File: src/rtl/ring_pkg.sv
package ring_pkg;

   typedef enum logic [1:0] {
      S_IDLE = 2'd0,
      S_REQ  = 2'd1,
      S_WAIT = 2'd2,
      S_OUT  = 2'd3
   } fetch_state_t;

endpackage

File: src/rtl/rr_pick.sv
module rr_pick #(
   parameter int N  = 8,
   parameter int CW = 3
) (
   input  logic [N-1:0]  req,
   input  logic [CW-1:0] last,
   output logic          found,
   output logic [CW-1:0] idx
);

   generate
      if (N == 1) begin : g_single
         always_comb begin
            found = req[0];
            idx   = '0;
         end
      end else begin : g_rotate
         always_comb begin
            found = 1'b0;
            idx   = '0;
            for (int k = 1; k <= N; k++) begin
               if (!found && req[(int'(last) + k) % N]) begin
                  found = 1'b1;
                  idx   = CW'((int'(last) + k) % N);
               end
            end
         end
      end
   endgenerate

endmodule

File: src/rtl/ring_ctx_table.sv
module ring_ctx_table #(
   parameter int NUM_CH = 8,
   parameter int IDX_W  = 4,
   parameter int ADDR_W = 32,
   parameter int CW     = 3
) (
   input  logic              clk,
   input  logic              rst_n,
   input  logic              cfg_valid,
   input  logic [CW-1:0]     cfg_ch,
   input  logic [ADDR_W-1:0] cfg_base,
   input  logic              db_wr,
   input  logic [CW-1:0]     db_ch,
   input  logic [IDX_W-1:0]  db_wp,
   input  logic              adv,
   input  logic [CW-1:0]     adv_ch,
   input  logic [CW-1:0]     sel_ch,
   output logic [ADDR_W-1:0] sel_base,
   output logic [IDX_W-1:0]  sel_rp,
   output logic [NUM_CH-1:0] pending
);

   logic [ADDR_W-1:0] base_r [NUM_CH];
   logic [IDX_W-1:0]  rp_r   [NUM_CH];
   logic [IDX_W-1:0]  wp_r   [NUM_CH];

   generate
      for (genvar g = 0; g < NUM_CH; g++) begin : g_ch
         always_ff @(posedge clk) begin
            if (!rst_n) begin
               base_r[g] <= '0;
               rp_r[g]   <= '0;
               wp_r[g]   <= '0;
            end else if (cfg_valid && cfg_ch == CW'(g)) begin
               base_r[g] <= cfg_base;
               rp_r[g]   <= '0;
               wp_r[g]   <= '0;
            end else begin
               if (db_wr && db_ch == CW'(g)) wp_r[g] <= db_wp;
               if (adv && adv_ch == CW'(g))  rp_r[g] <= rp_r[g] + 1'b1;
            end
         end

         assign pending[g] = (rp_r[g] != wp_r[g]);

         // the consumer side never moves a read index past its write index
         a_r6_no_overrun: assert property (@(posedge clk) disable iff (!rst_n)
            (adv && adv_ch == CW'(g)) |-> (rp_r[g] != wp_r[g]));
      end
   endgenerate

   assign sel_base = base_r[sel_ch];
   assign sel_rp   = rp_r[sel_ch];

endmodule

File: src/rtl/xfer_ring_fetch.sv
module xfer_ring_fetch
   import ring_pkg::*;
#(
   parameter int NUM_CH     = 8,
   parameter int RING_DEPTH = 16,
   parameter int ADDR_W     = 32,
   parameter int ELEM_W     = 64,
   parameter int ELEM_BYTES = 8,
   parameter int DB_CH_W    = 8,
   parameter int CHAIN_POS  = 0,
   localparam int CW        = (NUM_CH > 1) ? $clog2(NUM_CH) : 1,
   localparam int IDX_W     = $clog2(RING_DEPTH),
   localparam int SHIFT     = $clog2(ELEM_BYTES)
) (
   input  logic              clk,
   input  logic              rst_n,
   input  logic              cfg_valid,
   input  logic [CW-1:0]     cfg_ch,
   input  logic [ADDR_W-1:0] cfg_base,
   input  logic              db_valid,
   input  logic [DB_CH_W-1:0] db_ch,
   input  logic [IDX_W-1:0]  db_wp,
   output logic              db_err,
   output logic              rd_req_valid,
   input  logic              rd_req_ready,
   output logic [ADDR_W-1:0] rd_req_addr,
   input  logic              rd_rsp_valid,
   input  logic [ELEM_W-1:0] rd_rsp_data,
   output logic              el_valid,
   input  logic              el_ready,
   output logic [CW-1:0]     el_ch,
   output logic [ELEM_W-1:0] el_data,
   output logic              td_done,
   output logic [CW-1:0]     td_done_ch
);

   initial begin : p_param_chk
      assert (NUM_CH >= 1 && NUM_CH <= (1 << DB_CH_W))
         else $fatal(1, "channel count outside doorbell index space");
      assert (RING_DEPTH >= 2 && RING_DEPTH == (1 << IDX_W))
         else $fatal(1, "ring depth must be a power of two");
      assert (ELEM_BYTES == (1 << SHIFT))
         else $fatal(1, "element size must be a power of two");
      assert (CHAIN_POS >= 0 && CHAIN_POS < ELEM_W)
         else $fatal(1, "chain flag outside element");
   end

   fetch_state_t      state_q;
   logic [CW-1:0]     cur_ch_q;
   logic [CW-1:0]     last_ch_q;
   logic [ELEM_W-1:0] elem_q;
   logic              db_ok;
   logic [NUM_CH-1:0] pending;
   logic              gnt_found;
   logic [CW-1:0]     gnt_idx;
   logic [ADDR_W-1:0] sel_base;
   logic [IDX_W-1:0]  sel_rp;
   logic              accept;

   assign db_ok  = db_valid && (int'(db_ch) < NUM_CH);
   assign accept = (state_q == S_OUT) && el_ready;

   ring_ctx_table #(
      .NUM_CH (NUM_CH),
      .IDX_W  (IDX_W),
      .ADDR_W (ADDR_W),
      .CW     (CW)
   ) ctx_i (
      .clk       (clk),
      .rst_n     (rst_n),
      .cfg_valid (cfg_valid),
      .cfg_ch    (cfg_ch),
      .cfg_base  (cfg_base),
      .db_wr     (db_ok),
      .db_ch     (CW'(db_ch)),
      .db_wp     (db_wp),
      .adv       (accept),
      .adv_ch    (cur_ch_q),
      .sel_ch    (cur_ch_q),
      .sel_base  (sel_base),
      .sel_rp    (sel_rp),
      .pending   (pending)
   );

   rr_pick #(
      .N  (NUM_CH),
      .CW (CW)
   ) arb_i (
      .req   (pending),
      .last  (last_ch_q),
      .found (gnt_found),
      .idx   (gnt_idx)
   );

   always_ff @(posedge clk) begin
      if (!rst_n) begin
         state_q   <= S_IDLE;
         cur_ch_q  <= '0;
         last_ch_q <= CW'(NUM_CH - 1);
         elem_q    <= '0;
         db_err    <= 1'b0;
      end else begin
         db_err <= db_valid && !db_ok;
         unique case (state_q)
            S_IDLE: if (gnt_found) begin
               cur_ch_q  <= gnt_idx;
               last_ch_q <= gnt_idx;
               state_q   <= S_REQ;
            end
            S_REQ:  if (rd_req_ready) state_q <= S_WAIT;
            S_WAIT: if (rd_rsp_valid) begin
               elem_q  <= rd_rsp_data;
               state_q <= S_OUT;
            end
            S_OUT:  if (el_ready) state_q <= S_IDLE;
            default: state_q <= S_IDLE;
         endcase
      end
   end

   assign rd_req_valid = (state_q == S_REQ);
   assign rd_req_addr  = sel_base + (ADDR_W'(sel_rp) << SHIFT);
   assign el_valid     = (state_q == S_OUT);
   assign el_ch        = cur_ch_q;
   assign el_data      = elem_q;
   assign td_done      = accept && !elem_q[CHAIN_POS];
   assign td_done_ch   = cur_ch_q;

   // request held steady under backpressure
   a_r4_req_hold: assert property (@(posedge clk) disable iff (!rst_n)
      (rd_req_valid && !rd_req_ready) |=> (rd_req_valid && $stable(rd_req_addr)));

   // never a fetch while an element is still on offer
   a_r4_single_flight: assert property (@(posedge clk) disable iff (!rst_n)
      rd_req_valid |-> !el_valid);

   // offer held steady under backpressure
   a_r5_offer_hold: assert property (@(posedge clk) disable iff (!rst_n)
      (el_valid && !el_ready) |=> (el_valid && $stable(el_data) && $stable(el_ch)));

   // a fetch is only issued for a channel that holds work
   a_r7_served_pending: assert property (@(posedge clk) disable iff (!rst_n)
      rd_req_valid |-> pending[cur_ch_q]);

   // every error pulse follows a doorbell outside the implemented range
   a_r9_err_cause: assert property (@(posedge clk) disable iff (!rst_n)
      db_err |-> ($past(db_valid) && int'($past(db_ch)) >= NUM_CH));

endmodule

File: config.mk
export PLATFORM = sky130hd
export DESIGN_NAME = xfer_ring_fetch
export DESIGN_NICKNAME = d
export VERILOG_FILES = /design/src/rtl/ring_pkg.sv /design/src/rtl/rr_pick.sv /design/src/rtl/ring_ctx_table.sv /design/src/rtl/xfer_ring_fetch.sv
export SDC_FILE = /design/constraint.sdc
export NUM_CORES = 1
export LEC_CHECK = 0
export BUFFER_PORTS_ARGS = -buffer_cell sky130_fd_sc_hd__buf_2
export CORE_MARGIN = 2
export CORE_UTILIZATION = 55
export DETAILED_ROUTE_END_ITERATION = 8
export PLACE_DENSITY = 0.74
export SLEW_MARGIN = 20
export SYNTH_ARGS = -nofsm -noshare
export SYNTH_HDL_FRONTEND = slang
export SYNTH_SLANG_ARGS = --single-unit
File: constraint.sdc
create_clock -name clk -period 8.7 [get_ports clk]
set_input_delay 0.435 -clock clk [delete_from_list [all_inputs] [get_ports clk]]
set_output_delay 0.435 -clock clk [all_outputs]
set_load 0.02 [all_outputs]
==> results.json <==
{
  "cp_max_fo": 72,
  "h-tree-depth": 2,
  "grt_remaining_overflow": 0,
  "endpoint_kind": "output port",
  "cts_tree": "yes",
  "n_fill_cell": 2579,
  "synth_top_area_share_pct": 50.0,
  "coreArea_mm2": 0.0345,
  "p_comb_share_pct": 27.4,
  "yosys_warnings": 0,
  "clk_root_buffer_cell": "clkbuf_16",
  "ant_nets": 0,
  "num_vias": 12787,
  "fin_skew_ns": 0.0244,
  "worst_pin_slew_ns": 1.10,
  "hpwl_mm": 29.6,
  "ys.flop_type": "edfxtp_1",
  "status": "completed",
  "ys_ff_latch": 396,
  "swShare_pct": 31.7,
  "cts.sinks": 396,
  "drive_gt1_share_pct": 24.9,
  "dp.cells": 2123,
  "die_height_um": 191,
  "drt-initial-drc-count": 946,
  "nNetsFinal": 1850,
  "synth_largest_area_cell": "edfxtp_1",
  "die_w_um": 191,
  "synth_cells": 1502,
  "rsz0062_at_grt": "no",
  "cts_resized": 0,
  "synthTopCellsByArea": "edfxtp_1 (50%), and2_1 (9.4%), mux4_2 (8.9%), dfxtp_1 (7.9%), nand2_1 (3.5%)",
  "start_kind": "flip-flop",
  "gp_congestion": 0.878,
  "p_leak_uw": 0.00824,
  "cts_buffer_depth": 3,
  "timing_hold_violations_final": 0,
  "viasPerCell": 5.80,
  "clock.fmax_mhz": 175,
  "drcViolationCount": 0,
  "fin_setup_tns_ns": 0,
  "numCtsBuffers": 42,
  "layout-area-overhead-vs-synth_pct": 15.1,
  "track_usage_pct": 26.3,
  "finalCritPeriodShare_pct": 65.8,
  "grt_first_pass_wirelength_mm": 71.7,
  "synth_nets": 1640,
  "dieArea_mm2": 0.0365,
  "synth_edf_count": 320,
  "ys_seq_area_share_pct": 57.9,
  "rrSetupSlack_ns": 4.59,
  "syn_area_per_cell_um2": 12.8,
  "firstDrtPassIters": 5,
  "routedWlPerCell_um": 21.6,
  "postPlaceCellArea_mm2": 0.0208,
  "worstPathArrival_ns": 5.29,
  "clk_pin_slew_ns": 0.07,
  "hold_path.class": "input pin to flip-flop",
  "grt_pass1_vias": 12538,
  "clkPwrFrac_pct": 30.9,
  "grt_max_degree": 78,
  "core.rowCount": 68,
  "cap_viol_max_count": 0,
  "design.portCount": 224,
  "clk_latency_ns": 0.57,
  "ir_drop_v": 0.000264,
  "crit_family": "simple AND/OR/NAND/NOR gates",
  "crit_required_ns": 8.27,
  "setup_viol": 0,
  "maxSlewViolCount": 0,
  "total_power_uw": 5670,
  "path_buf_inv": 2,
  "crit_path_top_delay_cell": "dfxtp_4",
  "slew_headroom_pct": 26.4,
  "path_class": "flip-flop to output port",
  "syn_area_mm2": 0.0192,
  "period_needed_ns": 5.72,
  "cpPeakStageDelay_ns": 1.09,
  "async_flop_share_pct": 0,
  "instances_no_fill": 2203,
  "netlist_top_cells_count": "edfxtp_1 (320), and2_1 (290), nand2_1 (177), nor2_1 (78)",
  "pwr-share-seq_pct": 41.7,
  "p_int_uw": 3870,
  "yosysMostFrequentCell": "edfxtp_1",
  "synth_cell_types": 69,
  "fin_area_mm2": 0.0221,
  "postCtsSetupBuffers": 0,
  "p_per_area_mw_per_mm2": 256,
  "antenna_found_initial": 6,
  "routed_wl_mm": 47.7,
  "switching_power_uw": 1800,
  "ctsHoldBuffers": 0,
  "port_buffers": 223,
  "start_util_pct": 55.8,
  "path_cells": "mux4_2 -> mux2_2 -> ha_1 -> inv_1 -> fa_1 -> nor2b_1 -> o21ai_0 -> a221oi_1 -> and2_0 -> nand2_1 -> nor2_1 -> nand3_1 -> xor2_1 -> buf_2"
}
[metrics by stage]
step	hold slack (ns)	worst slack, ns	utilization, %
detailed placement	0.444	3.53	60.3
CTS	0.0901	2.91	64.2
global route	0.108	2.58	64.2
global placement	0.438	3.59	60.3
finish	0.112	2.98	64.3
floorplan	0.487	3.90	-
[power by group through the flow]
stage / clock, uW / sequential [uW] / combinational (uW)
6_report: 1750 / 2360 / 1550
5_1_grt: 1850 / 2390 / 1670
3_3_place_gp: 0 / 2400 / 1530
3_5_place_dp: 0 / 2410 / 1550
4_1_cts: 1780 / 2370 / 1560
2_1_floorplan: 0 / 2330 / 1160
[worst paths after layout]
path                            cells after the start                       from                        to
worst max-delay path                               14                  flip-flop           rd_req_addr[31]
worst min-delay path                                3                   db_valid         db_err$_SDFF_PN0_
worst max register to register                      9  last_ch_q[0]$_SDFFE_PN1N_     el_ch[0]$_SDFFE_PN0N_
worst min register to register                      2   el_data[36]$_SDFFE_PN0P_  el_data[36]$_SDFFE_PN0P_
[cell usage in the layout, fill, tap and decap left out, types with 4 or more instances in the layout]
master	count
o21ai_0	10
xnor2_1	42
and2_1	289
edfxtp_1	320
nand2_1	176
dfxtp_1	73
buf_4	19
nor4_4	4
or2_2	6
a21oi_1	74
nand3b_1	5
mux4_1	10
xor2_1	36
clkinv_2	9
clkbuf_16	43
mux4_2	76
nor2_1	72
diode_2	4
clkinv_1	7
nor4_1	4
and4_1	4
nand3_1	22
clkbuf_1	9
mux2_2	16
mux2i_1	34
buf_2	223
ha_1	19
nand2b_1	5
o211ai_1	4
nor2_2	6
inv_1	29
nor3_1	11
a221oi_1	4
nand4_1	7
[registers in the layout, indices dropped and copies added, names as in the netlist, named ones only]
register	cells
ctx_i.rp_r	32
el_data	64
db_err	1
ctx_i.wp_r	32
el_ch	3
ctx_i.base_r	256
state_q	2
last_ch_q	3
[layer usage]
layer	GRT usage (%)	wire length [um]	vias up
met5	0	27	-
met4	10.8	1870	4
met3	5.42	4310	123
met2	43.4	22700	640
met1	34.2	18800	6210
li1	-	-	5810
[cell families after synthesis]
logic type,share of synthesized area [%]
buffers and inverters,2.45
XOR/XNOR,3.69
multiplexers,13.2
adder cells (fa/ha/maj),1.34
AND/OR/NAND/NOR,17.9
AO/OA/AOI/OAI,3.60
flip-flops,57.9
[area by class of cell]
class	count	area (um2)	share of cell area [%]
Timing Repair Buffer	242	1260	5.69
Tap cell	455	569	2.57
Sequential cell	396	11100	50.3
Multi-Input combinational cell	997	7700	34.8
Inverter	33	124	0.559
Clock inverter	22	205	0.927
Clock buffer	54	1140	5.14
Antenna cell	4	10.0	0.0452
[worst min-delay path, delay by kind of cell]
kind,cells,cell delay (ns)
buffers and inverters,1,0.11
AND/OR/NAND/NOR,2,0.10
(Power assumes the default switching activity.)
